$ cat config.mk
export PLATFORM = sky130hd
export DESIGN_NAME = lps_seq
export DESIGN_NICKNAME = d
export VERILOG_FILES = /design/src/rtl/lps_pkg.sv /design/src/rtl/lps_decode.sv /design/src/rtl/lps_wake.sv /design/src/rtl/lps_outmap.sv /design/src/rtl/lps_seq.sv
export SDC_FILE = /design/constraint.sdc
export NUM_CORES = 1
export LEC_CHECK = 0
export CAP_MARGIN = 5
export CORE_MARGIN = 1
export CORE_UTILIZATION = 40
export DETAILED_ROUTE_END_ITERATION = 8
export DONT_BUFFER_PORTS = 1
export HOLD_SLACK_MARGIN = 0.02
export SETUP_SLACK_MARGIN = 0.15
export SYNTH_ARGS = -nofsm -noshare
export SYNTH_HDL_FRONTEND = slang
export SYNTH_SLANG_ARGS = --single-unit
$ cat constraint.sdc
create_clock -name clk -period 1.6 [get_ports clk]
set_input_delay 0.16 -clock clk [delete_from_list [all_inputs] [get_ports clk]]
set_output_delay 0.16 -clock clk [all_outputs]
set_load 0.02 [all_outputs]
$ cat src/rtl/lps_pkg.sv
package lps_pkg;

    typedef enum logic [2:0] {
        ST_IDLE  = 3'd0,
        ST_MATCH = 3'd1,
        ST_IMM   = 3'd2,
        ST_BCAST = 3'd3,
        ST_LOAD  = 3'd4,
        ST_STOP  = 3'd5,
        ST_EXC   = 3'd6
    } lps_state_e;

    localparam logic [2:0] PST_RUN   = 3'b000;
    localparam logic [2:0] PST_BCAST = 3'b101;
    localparam logic [2:0] PST_STOP  = 3'b110;
    localparam logic [2:0] PST_EXC   = 3'b111;

    localparam logic [1:0] EXC_NONE  = 2'b00;
    localparam logic [1:0] EXC_PRIV  = 2'b01;
    localparam logic [1:0] EXC_INT   = 2'b10;
    localparam logic [1:0] EXC_RESET = 2'b11;

endpackage

$ cat src/rtl/lps_decode.sv
module lps_decode #(
    parameter int          DATA_W    = 16,
    parameter logic [15:0] OP_FIRST  = 16'hF800,
    parameter logic [15:0] OP_SECOND = 16'h01C0
) (
    input  logic [DATA_W-1:0] word,
    output logic              is_first,
    output logic              is_second
);
    localparam logic [DATA_W-1:0] FIRST_W  = DATA_W'(OP_FIRST);
    localparam logic [DATA_W-1:0] SECOND_W = DATA_W'(OP_SECOND);

    always_comb begin
        is_first  = (word == FIRST_W);
        is_second = (word == SECOND_W);
    end
endmodule

$ cat src/rtl/lps_wake.sv
module lps_wake #(
    parameter int IPL_W   = 3,
    parameter bit TOP_NMI = 1'b1
) (
    input  logic [IPL_W-1:0] ipl,
    input  logic [IPL_W-1:0] mask,
    output logic             wake
);
    localparam logic [IPL_W-1:0] TOP_LEVEL = '1;

    logic above;
    assign above = (ipl > mask);

    generate
        if (TOP_NMI) begin : g_nmi
            assign wake = above || (ipl == TOP_LEVEL);
        end else begin : g_plain
            assign wake = above;
        end
    endgenerate
endmodule

$ cat src/rtl/lps_outmap.sv
module lps_outmap
    import lps_pkg::*;
(
    input  lps_state_e state,
    input  logic       park,
    output logic [2:0] pst,
    output logic       bus_req,
    output logic       bus_park,
    output logic       bus_float,
    output logic       sr_load,
    output logic       core_clk_en,
    output logic       exc_req
);
    logic held;

    always_comb begin
        pst         = PST_RUN;
        bus_req     = 1'b0;
        sr_load     = 1'b0;
        core_clk_en = 1'b1;
        exc_req     = 1'b0;
        held        = 1'b0;
        unique case (state)
            ST_BCAST: begin
                pst     = PST_BCAST;
                bus_req = 1'b1;
            end
            ST_LOAD: begin
                pst     = PST_BCAST;
                sr_load = 1'b1;
                held    = 1'b1;
            end
            ST_STOP: begin
                pst         = PST_STOP;
                core_clk_en = 1'b0;
                held        = 1'b1;
            end
            ST_EXC: begin
                pst     = PST_EXC;
                exc_req = 1'b1;
            end
            default: ;
        endcase
        bus_park  = held && park;
        bus_float = held && !park;
    end
endmodule

$ cat src/rtl/lps_seq.sv
module lps_seq
    import lps_pkg::*;
#(
    parameter int          DATA_W    = 16,
    parameter int          IPL_W     = 3,
    parameter int          SUP_BIT   = 13,
    parameter int          MASK_LSB  = 8,
    parameter logic [15:0] OP_FIRST  = 16'hF800,
    parameter logic [15:0] OP_SECOND = 16'h01C0
) (
    input  logic              clk,
    input  logic              rst_n,
    input  logic              instr_valid,
    input  logic [DATA_W-1:0] instr_word,
    input  logic [DATA_W-1:0] sr_in,
    input  logic              bus_ack,
    input  logic              bus_err,
    input  logic              bus_grant,
    input  logic [IPL_W-1:0]  ipl,
    input  logic              reset_req,
    input  logic              exc_ack,
    output logic              bus_req,
    output logic              bus_park,
    output logic              bus_float,
    output logic              sr_load,
    output logic [DATA_W-1:0] sr_value,
    output logic [2:0]        pst,
    output logic              core_clk_en,
    output logic              exc_req,
    output logic [1:0]        exc_kind,
    output logic [IPL_W-1:0]  exc_level
);

    typedef struct packed {
        lps_state_e        state;
        logic [DATA_W-1:0] imm;
        logic              park;
        logic [1:0]        kind;
        logic [IPL_W-1:0]  level;
    } regs_t;

    regs_t r_q, r_d;

    logic             is_first, is_second, wake;
    logic [IPL_W-1:0] mask;

    assign mask = r_q.imm[MASK_LSB +: IPL_W];

    lps_decode #(
        .DATA_W   (DATA_W),
        .OP_FIRST (OP_FIRST),
        .OP_SECOND(OP_SECOND)
    ) u_decode (
        .word     (instr_word),
        .is_first (is_first),
        .is_second(is_second)
    );

    lps_wake #(
        .IPL_W  (IPL_W),
        .TOP_NMI(1'b1)
    ) u_wake (
        .ipl (ipl),
        .mask(mask),
        .wake(wake)
    );

    lps_outmap u_outmap (
        .state      (r_q.state),
        .park       (r_q.park),
        .pst        (pst),
        .bus_req    (bus_req),
        .bus_park   (bus_park),
        .bus_float  (bus_float),
        .sr_load    (sr_load),
        .core_clk_en(core_clk_en),
        .exc_req    (exc_req)
    );

    always_comb begin
        r_d = r_q;
        if (reset_req) begin
            r_d.state = ST_EXC;
            r_d.kind  = EXC_RESET;
            r_d.level = '0;
        end else begin
            unique case (r_q.state)
                ST_IDLE: begin
                    if (instr_valid && is_first) r_d.state = ST_MATCH;
                end
                ST_MATCH: begin
                    if (instr_valid) begin
                        if (is_second)     r_d.state = ST_IMM;
                        else if (is_first) r_d.state = ST_MATCH;
                        else               r_d.state = ST_IDLE;
                    end
                end
                ST_IMM: begin
                    if (instr_valid) begin
                        r_d.imm = instr_word;
                        if (sr_in[SUP_BIT]) begin
                            r_d.state = ST_BCAST;
                        end else begin
                            r_d.state = ST_EXC;
                            r_d.kind  = EXC_PRIV;
                            r_d.level = '0;
                        end
                    end
                end
                ST_BCAST: begin
                    if (bus_ack || bus_err) begin
                        r_d.park  = bus_grant;
                        r_d.state = ST_LOAD;
                    end
                end
                ST_LOAD: begin
                    r_d.state = ST_STOP;
                end
                ST_STOP: begin
                    if (wake) begin
                        r_d.state = ST_EXC;
                        r_d.kind  = EXC_INT;
                        r_d.level = ipl;
                    end
                end
                ST_EXC: begin
                    if (exc_ack) begin
                        r_d.state = ST_IDLE;
                        r_d.kind  = EXC_NONE;
                        r_d.level = '0;
                    end
                end
                default: r_d.state = ST_IDLE;
            endcase
        end
    end

    always_ff @(posedge clk or negedge rst_n) begin
        if (!rst_n) begin
            r_q.state <= ST_IDLE;
            r_q.imm   <= '0;
            r_q.park  <= 1'b0;
            r_q.kind  <= EXC_NONE;
            r_q.level <= '0;
        end else begin
            r_q <= r_d;
        end
    end

    assign sr_value  = r_q.imm;
    assign exc_kind  = r_q.kind;
    assign exc_level = r_q.level;

endmodule

==> metrics, run 1 <==
Tightest Pin Transition 296 ps; die extent in x 64.7 um; Top FF cell, synth dfrtp_1; CTS tree built; Syn Area/Cell 10.4 um2; initial antenna violation count 0; Critical Path RT 1760 ps; CP bufs+invs 1; Post-Route WL 3400 um; Site Rows 22; WL per Instance 16.2 um; largest area contributor in the netlist dfrtp_1; RSZ-0062 raised after global routing yes; antenna viol nets, final 0; # nets final 209; clk_lat worst skew 280 ps; Setup Skew 5.81 ps; outcome finished, violations left; global route overflow 0; Reg-to-Reg End r_q[23]$_DFFE_PN0P_; WS Path Type reg -> reg; maximum operating frequency 612 MHz; Synth Cell Area 1570 um2; Hold Vio Cnt, Final 0; crit start category flop; Synth area leaders dfrtp_1 40%, mux2_2 12%, buf_4 10%; Synth top area share 0.398; initial core utilization 0.423; crit path DAT 1800 ps; vias 1118; worst vdd ir 952 uV; Seq cells post-synth 25; largest net degree at the start of global routing 26; Core Footprint 3720 um2; synthesis-to-finish area growth 24.9%; HP Class in -> reg; # clock sinks 25; vias per cell 5.32; CTS H-tree lvls 1; Detail Placement HPWL 2460 um; Min-Delay Path Depth 1; final worst slack -33.8 ps; port bufs 0; number of I/O pins 73; Total Power 0.00382 W; reg2reg start r_q[23]$_DFFE_PN0P_; maxcap violations 0; top-count cell post-synth dfrtp_1; Inserted Clock Buffers 3; failing checks negative setup slack; GPL Wtd Cong 0.743; Synth Instances 151; top post-synthesis cells by count 25 x dfrtp_1, 21 x buf_4, 17 x mux2_2, 10 x nor2_1, 9 x inv_1; DRT Pass-1 Iters 2; R2R setup slack -30 ps; Critical Path Fanout Max 7; Rel. slew slack 0.800; Worst Hold End sr_value[10]$_DFFE_PN0P_; Leak 0.835 nW; final setup fails 3; Antenna Cells 0; total die area 4190 um2; period utilisation layout 1.02; Critical-path top delay cell dfrtp_1; overall routing resource usage 0.171; vias in the first global route 1154; minimum clock period 1630 ps; global-route wire length before repair 5460 um; initial DRC count 36; Remaining DRCs 0; root buffer cell clkbuf_8; Pins Over Slew Limit 0; utilization after layout 0.529; register area share after synthesis 0.398; Synth Warn # 0; share of post-route cells with drive strength above 1 0.506; Crit path largest cell delay 460 ps; Reg2Reg Depth 6; number of enable flip-flop cells after synthesis 0; HP Start instr_word[10]; synth unique cells 45; CP cell instances buf_4 > a21oi_1 > o21ai_0 > a31o_4 > nand3_4 > mux2_4; setup TNS -69.9 ps; post-synthesis net count 197; critical path capture point type flop; P per Cell Area 1950 nW/um2; Clock Path Buffers 2; Clock transition at path regs 100 ps; asr flop ratio synth 1.00; CP delay by family, top compound AO/OA/AOI/OAI gates; chip height 64.7 um
## registers in the layout, summed over array words and instances, names as in the netlist
name and cells:
sr_value 16, exc_level 3, r_q 4, exc_kind 2
## report_power, final
part	total, W	internal (W)	switching, W
logic	0.00203	0.00109	0.000938
clock network	0.000395	0.000177	0.000218
registers	0.00140	0.000912	0.000484
## through the flow
stage	setup slack, ps	cell area, um2	hold slack [ps]	cells
5_1_grt	-107	1960	23.0	210
3_3_place_gp	-29.5	1640	-135	192
4_1_cts	-54.7	1860	21.2	206
2_1_floorplan	-27.9	1610	-136	151
3_5_place_dp	-111	1640	-135	192
6_report	-33.8	1960	28.3	210
## cells by family after synthesis
logic type               Yosys count  share of synthesized area
XOR/XNOR                           1                    0.00557
buffers and inverters             36                      0.140
AO/OA/AOI/OAI                     21                     0.0979
adder cells (fa/ha/maj)            3                     0.0239
multiplexers                      22                      0.155
flip-flops                        25                      0.398
AND/OR/NAND/NOR                   43                      0.180
## worst max-delay path by stage
stage | to | slack [ps] | start | depth (start not counted)
after floorplan | exc_kind[0]$_DFFE_PN0P_ | -30 | r_q[23]$_DFFE_PN0P_ | 6
after global placement | r_q[23]$_DFFE_PN0P_ | -30 | sr_value[10]$_DFFE_PN0P_ | 7
after detailed placement | r_q[23]$_DFFE_PN0P_ | -110 | r_q[22]$_DFFE_PN0P_ | 6
after CTS | r_q[23]$_DFFE_PN0P_ | -50 | sr_value[8]$_DFFE_PN0P_ | 6
after global routing | r_q[23]$_DFFE_PN0P_ | -110 | sr_value[8]$_DFFE_PN0P_ | 6
final | r_q[23]$_DFFE_PN0P_ | -30 | r_q[23]$_DFFE_PN0P_ | 6
## routing by layer
layer	GRT usage	wire, um	vias to the layer above
li1	-	-	524
met1	0.194	1360	542
met2	0.305	1730	48
met3	0.0546	285	4
met4	0.0444	22	0
met5	0	0	-
## area by class of cell
| class | count | area (um2) |
|---|---|---|
| clock buffers | 3 | 41.3 |
| flip-flops and latches | 25 | 628 |
| multi-input cells | 90 | 855 |
| fillers | 353 | 1750 |
| repair buffers | 34 | 339 |
| well taps | 48 | 60.1 |
| clock inverters | 1 | 7.51 |
| inverters | 9 | 33.8 |
## cells in the final DEF (no fill, tap or decap), types with 3 or more instances in the layout
master and count:
nor2_1 6, dfrtp_1 23, buf_6 7, mux2_2 17, dlygate4sd3_1 8, a21oi_1 3, mux2i_1 3, clkbuf_8 3
buf_12 3, nor2_4 5, o21ai_0 3, nand2_1 8, inv_1 7, nand3_1 3, buf_4 16
## what timing repair did
item	in CTS	in global routing
setup buffers	4	1
hold endpoints to repair	29	3
hold buffers	6	3
resized for setup	19	15
setup endpoints to repair	32	33
pin swaps	3	4
gates cloned	0	0
(Power assumes the default switching activity.)
==> run 2: changes to the inputs <==
==> constraint.sdc (replaced) <==
create_clock -name clk -period 2.1 [get_ports clk]
set_input_delay 0.21 -clock clk [delete_from_list [all_inputs] [get_ports clk]]
set_output_delay 0.21 -clock clk [all_outputs]
set_load 0.02 [all_outputs]
==> run 2 against run 1 <==
Compared with the run above:
- the flow now finishes without violations
- cell count shrank 13%
- total power shrank 40%
- register-to-register slack gained 340 ps
- critical endpoint unchanged
==> metrics, run 2 (synthesis gave the netlist of run 1 again) <==
outcome finished clean (was finished, violations left); WS Path Type reg -> reg (unchanged); Setup Skew 5.72 ps (was 5.81 ps); Post-Route WL 3010 um (was 3400 um); reg2reg start sr_value[10]$_DFFE_PN0P_ (was r_q[23]$_DFFE_PN0P_); Remaining DRCs 0 (unchanged); Detail Placement HPWL 2290 um (was 2460 um); CP cell instances inv_1 > ha_1 > nand3_1 > o21ai_0 > o21ai_2 > nand3_4 > mux2_1 (was buf_4 > a21oi_1 > o21ai_0 > a31o_4 > nand3_4 > mux2_4); Seq pwr share 0.497 (was 0.365); share of post-route cells with drive strength above 1 0.313 (was 0.506); global route overflow 0 (unchanged); # nets final 181 (was 209); Critical-path top delay cell dfrtp_2 (was dfrtp_1); HP Start ipl[1] (was instr_word[10]); commonest non-fill, non-tap cell in the layout dfrtp_1 (unchanged); R2R setup slack 300 ps (was -30 ps); met2 Use GR 0.249 (was 0.305); initial DRC count 33 (was 36); die extent in x 64.7 um (unchanged); Clock transition at path regs 90 ps (was 100 ps); CTS tree built (unchanged); GRT busiest layer met2 (unchanged); root buffer cell clkbuf_8 (unchanged); Leak 0.654 nW (was 0.835 nW); # clock sinks 25 (unchanged); Site Rows 22 (unchanged); critical path capture point type flop (unchanged); final setup fails 0 (was 3); chip height 64.7 um (unchanged); RSZ-0062 raised after global routing no (was yes); global-route wire length before repair 4970 um (was 5460 um); Tightest Pin Transition 467 ps (was 296 ps); P per Cell Area 1470 nW/um2 (was 1950 nW/um2); vias per cell 5.47 (was 5.32); Clock Path Buffers 2 (unchanged); Place WS 232 ps (was -111 ps); GPL Wtd Cong 0.800 (was 0.743); port bufs 0 (unchanged); Min-Delay Path Depth 2 (was 1); Clk pwr share 0.128 (was 0.103); commonest cells after routing, fill and taps aside 21 x dfrtp_1, 17 x mux2_2, 10 x nor2_1 (was 23 x dfrtp_1, 17 x mux2_2, 16 x buf_4); Reg-to-Reg End r_q[23]$_DFFE_PN0P_ (unchanged); DRT Pass-1 Iters 4 (was 2); worst hold slack 68.7 ps (was 28.3 ps); P_sw 0.00106 W (was 0.00164 W); crit path DAT 1950 ps (was 1800 ps); initial core utilization 0.423 (unchanged); total die area 4190 um2 (unchanged); Critical Path Fanout Max 3 (was 7); worst vdd ir 610 uV (was 952 uV); clk_lat worst skew 270 ps (was 280 ps); routing usage on met3 0.0757 (was 0.0546); Core Footprint 3720 um2 (unchanged); maxcap violations 0 (unchanged); met1 Use GR 0.187 (was 0.194); number of I/O pins 73 (unchanged); DP Area 1480 um2 (was 1640 um2); HP Class in -> reg (unchanged); Inserted Clock Buffers 3 (unchanged); WL per Instance 16.5 um (was 16.2 um); overall routing resource usage 0.155 (was 0.171); setup TNS 0 ps (was -69.9 ps); utilization after layout 0.420 (was 0.529); Antenna Cells 0 (unchanged); antenna viol nets, final 0 (unchanged); Reg2Reg Depth 7 (was 6); crit start category flop (unchanged); vias 996 (was 1118); post-route cell area 1560 um2 (was 1960 um2); Hold Vio Cnt, Final 0 (unchanged); largest net degree at the start of global routing 26 (unchanged); Crit path largest cell delay 440 ps (was 460 ps); CTS H-tree lvls 1 (unchanged); Comb pwr share 0.374 (was 0.531); final worst slack 304 ps (was -33.8 ps); max reg flops 16 (unchanged); initial antenna violation count 0 (unchanged); synthesis-to-finish area growth -0.795% (was 24.9%); period utilisation layout 0.855 (was 1.02); Worst Hold End exc_level[1]$_DFFE_PN0P_ (was sr_value[10]$_DFFE_PN0P_); Internal Power 0.00123 W (was 0.00218 W); Pins Over Slew Limit 0 (unchanged); Critical Path RT 2250 ps (was 1760 ps); vias in the first global route 1027 (was 1154); maximum operating frequency 557 MHz (was 612 MHz); Rel. slew slack 0.687 (was 0.800); minimum clock period 1800 ps (was 1630 ps); Switching Share 0.462 (was 0.429)
-- run 2: cell types whose count changed in the layout (fill, tap and decap cells not counted), sizes merged --
cell	previous run	this run
dlygate4sd3	8	1
buf	26	5
-- run 2: how the worst max path moves through the flow --
stage	startpoint	to	slack, ps	depth (start not counted)
final	sr_value[10]$_DFFE_PN0P_	r_q[23]$_DFFE_PN0P_	300	7
after global placement	sr_value[9]$_DFFE_PN0P_	r_q[23]$_DFFE_PN0P_	290	7
after global routing	sr_value[10]$_DFFE_PN0P_	r_q[23]$_DFFE_PN0P_	170	7
after floorplan	r_q[23]$_DFFE_PN0P_	exc_kind[0]$_DFFE_PN0P_	360	6
after detailed placement	sr_value[10]$_DFFE_PN0P_	r_q[23]$_DFFE_PN0P_	230	7
after CTS	sr_value[10]$_DFFE_PN0P_	r_q[23]$_DFFE_PN0P_	220	7
-- run 2: what timing repair did --
action | CTS | global route
hold buffers | 2 | 0
buffers inserted | 0 | 0
resized for setup | 0 | 4
endpoints found under the setup margin | 0 | 7
hold endpoints to repair | 25 | 0
-- run 2: stage by stage --
stage	std cells	total power (W)
after floorplan	151	0.00205
after global placement	176	0.00195
after detailed placement	176	0.00198
after CTS	182	0.00230
after global routing	182	0.00244
final	182	0.00229
-- run 2: metal layers --
layer | share of wire | up-vias
li1 | - | 467
met1 | 0.41 | 478
met2 | 0.47 | 49
met3 | 0.11 | 2
met4 | 0.0053 | 0
met5 | 0 | -
-- run 2: power by group through the flow --
stage                     Clock [W]  Combinational [W]  Sequential [W]
after detailed placement          0           0.000845         0.00114
final                      0.000293           0.000856         0.00114
after global routing       0.000323           0.000944         0.00117
after CTS                  0.000308           0.000866         0.00113
after floorplan                   0            0.00126        0.000791
after global placement            0           0.000816         0.00113
-- run 2: layout make-up --
type | instances | area [um2]
clock buffer | 3 | 41.3
clock inverter | 1 | 7.51
fill | 378 | 2160
inverter | 9 | 33.8
multi-input combinational | 90 | 727
sequential | 25 | 631
tap | 48 | 60.1
timing repair buffer | 6 | 60.1
-- run 2: worst max-delay path: cells and delay by family (launching register included) --
family	cells	cell delay, ps
flops	1	440
simple gates	2	200
buf+inv	1	60
mux	1	320
fa+ha+maj	1	290
compound gates	2	350
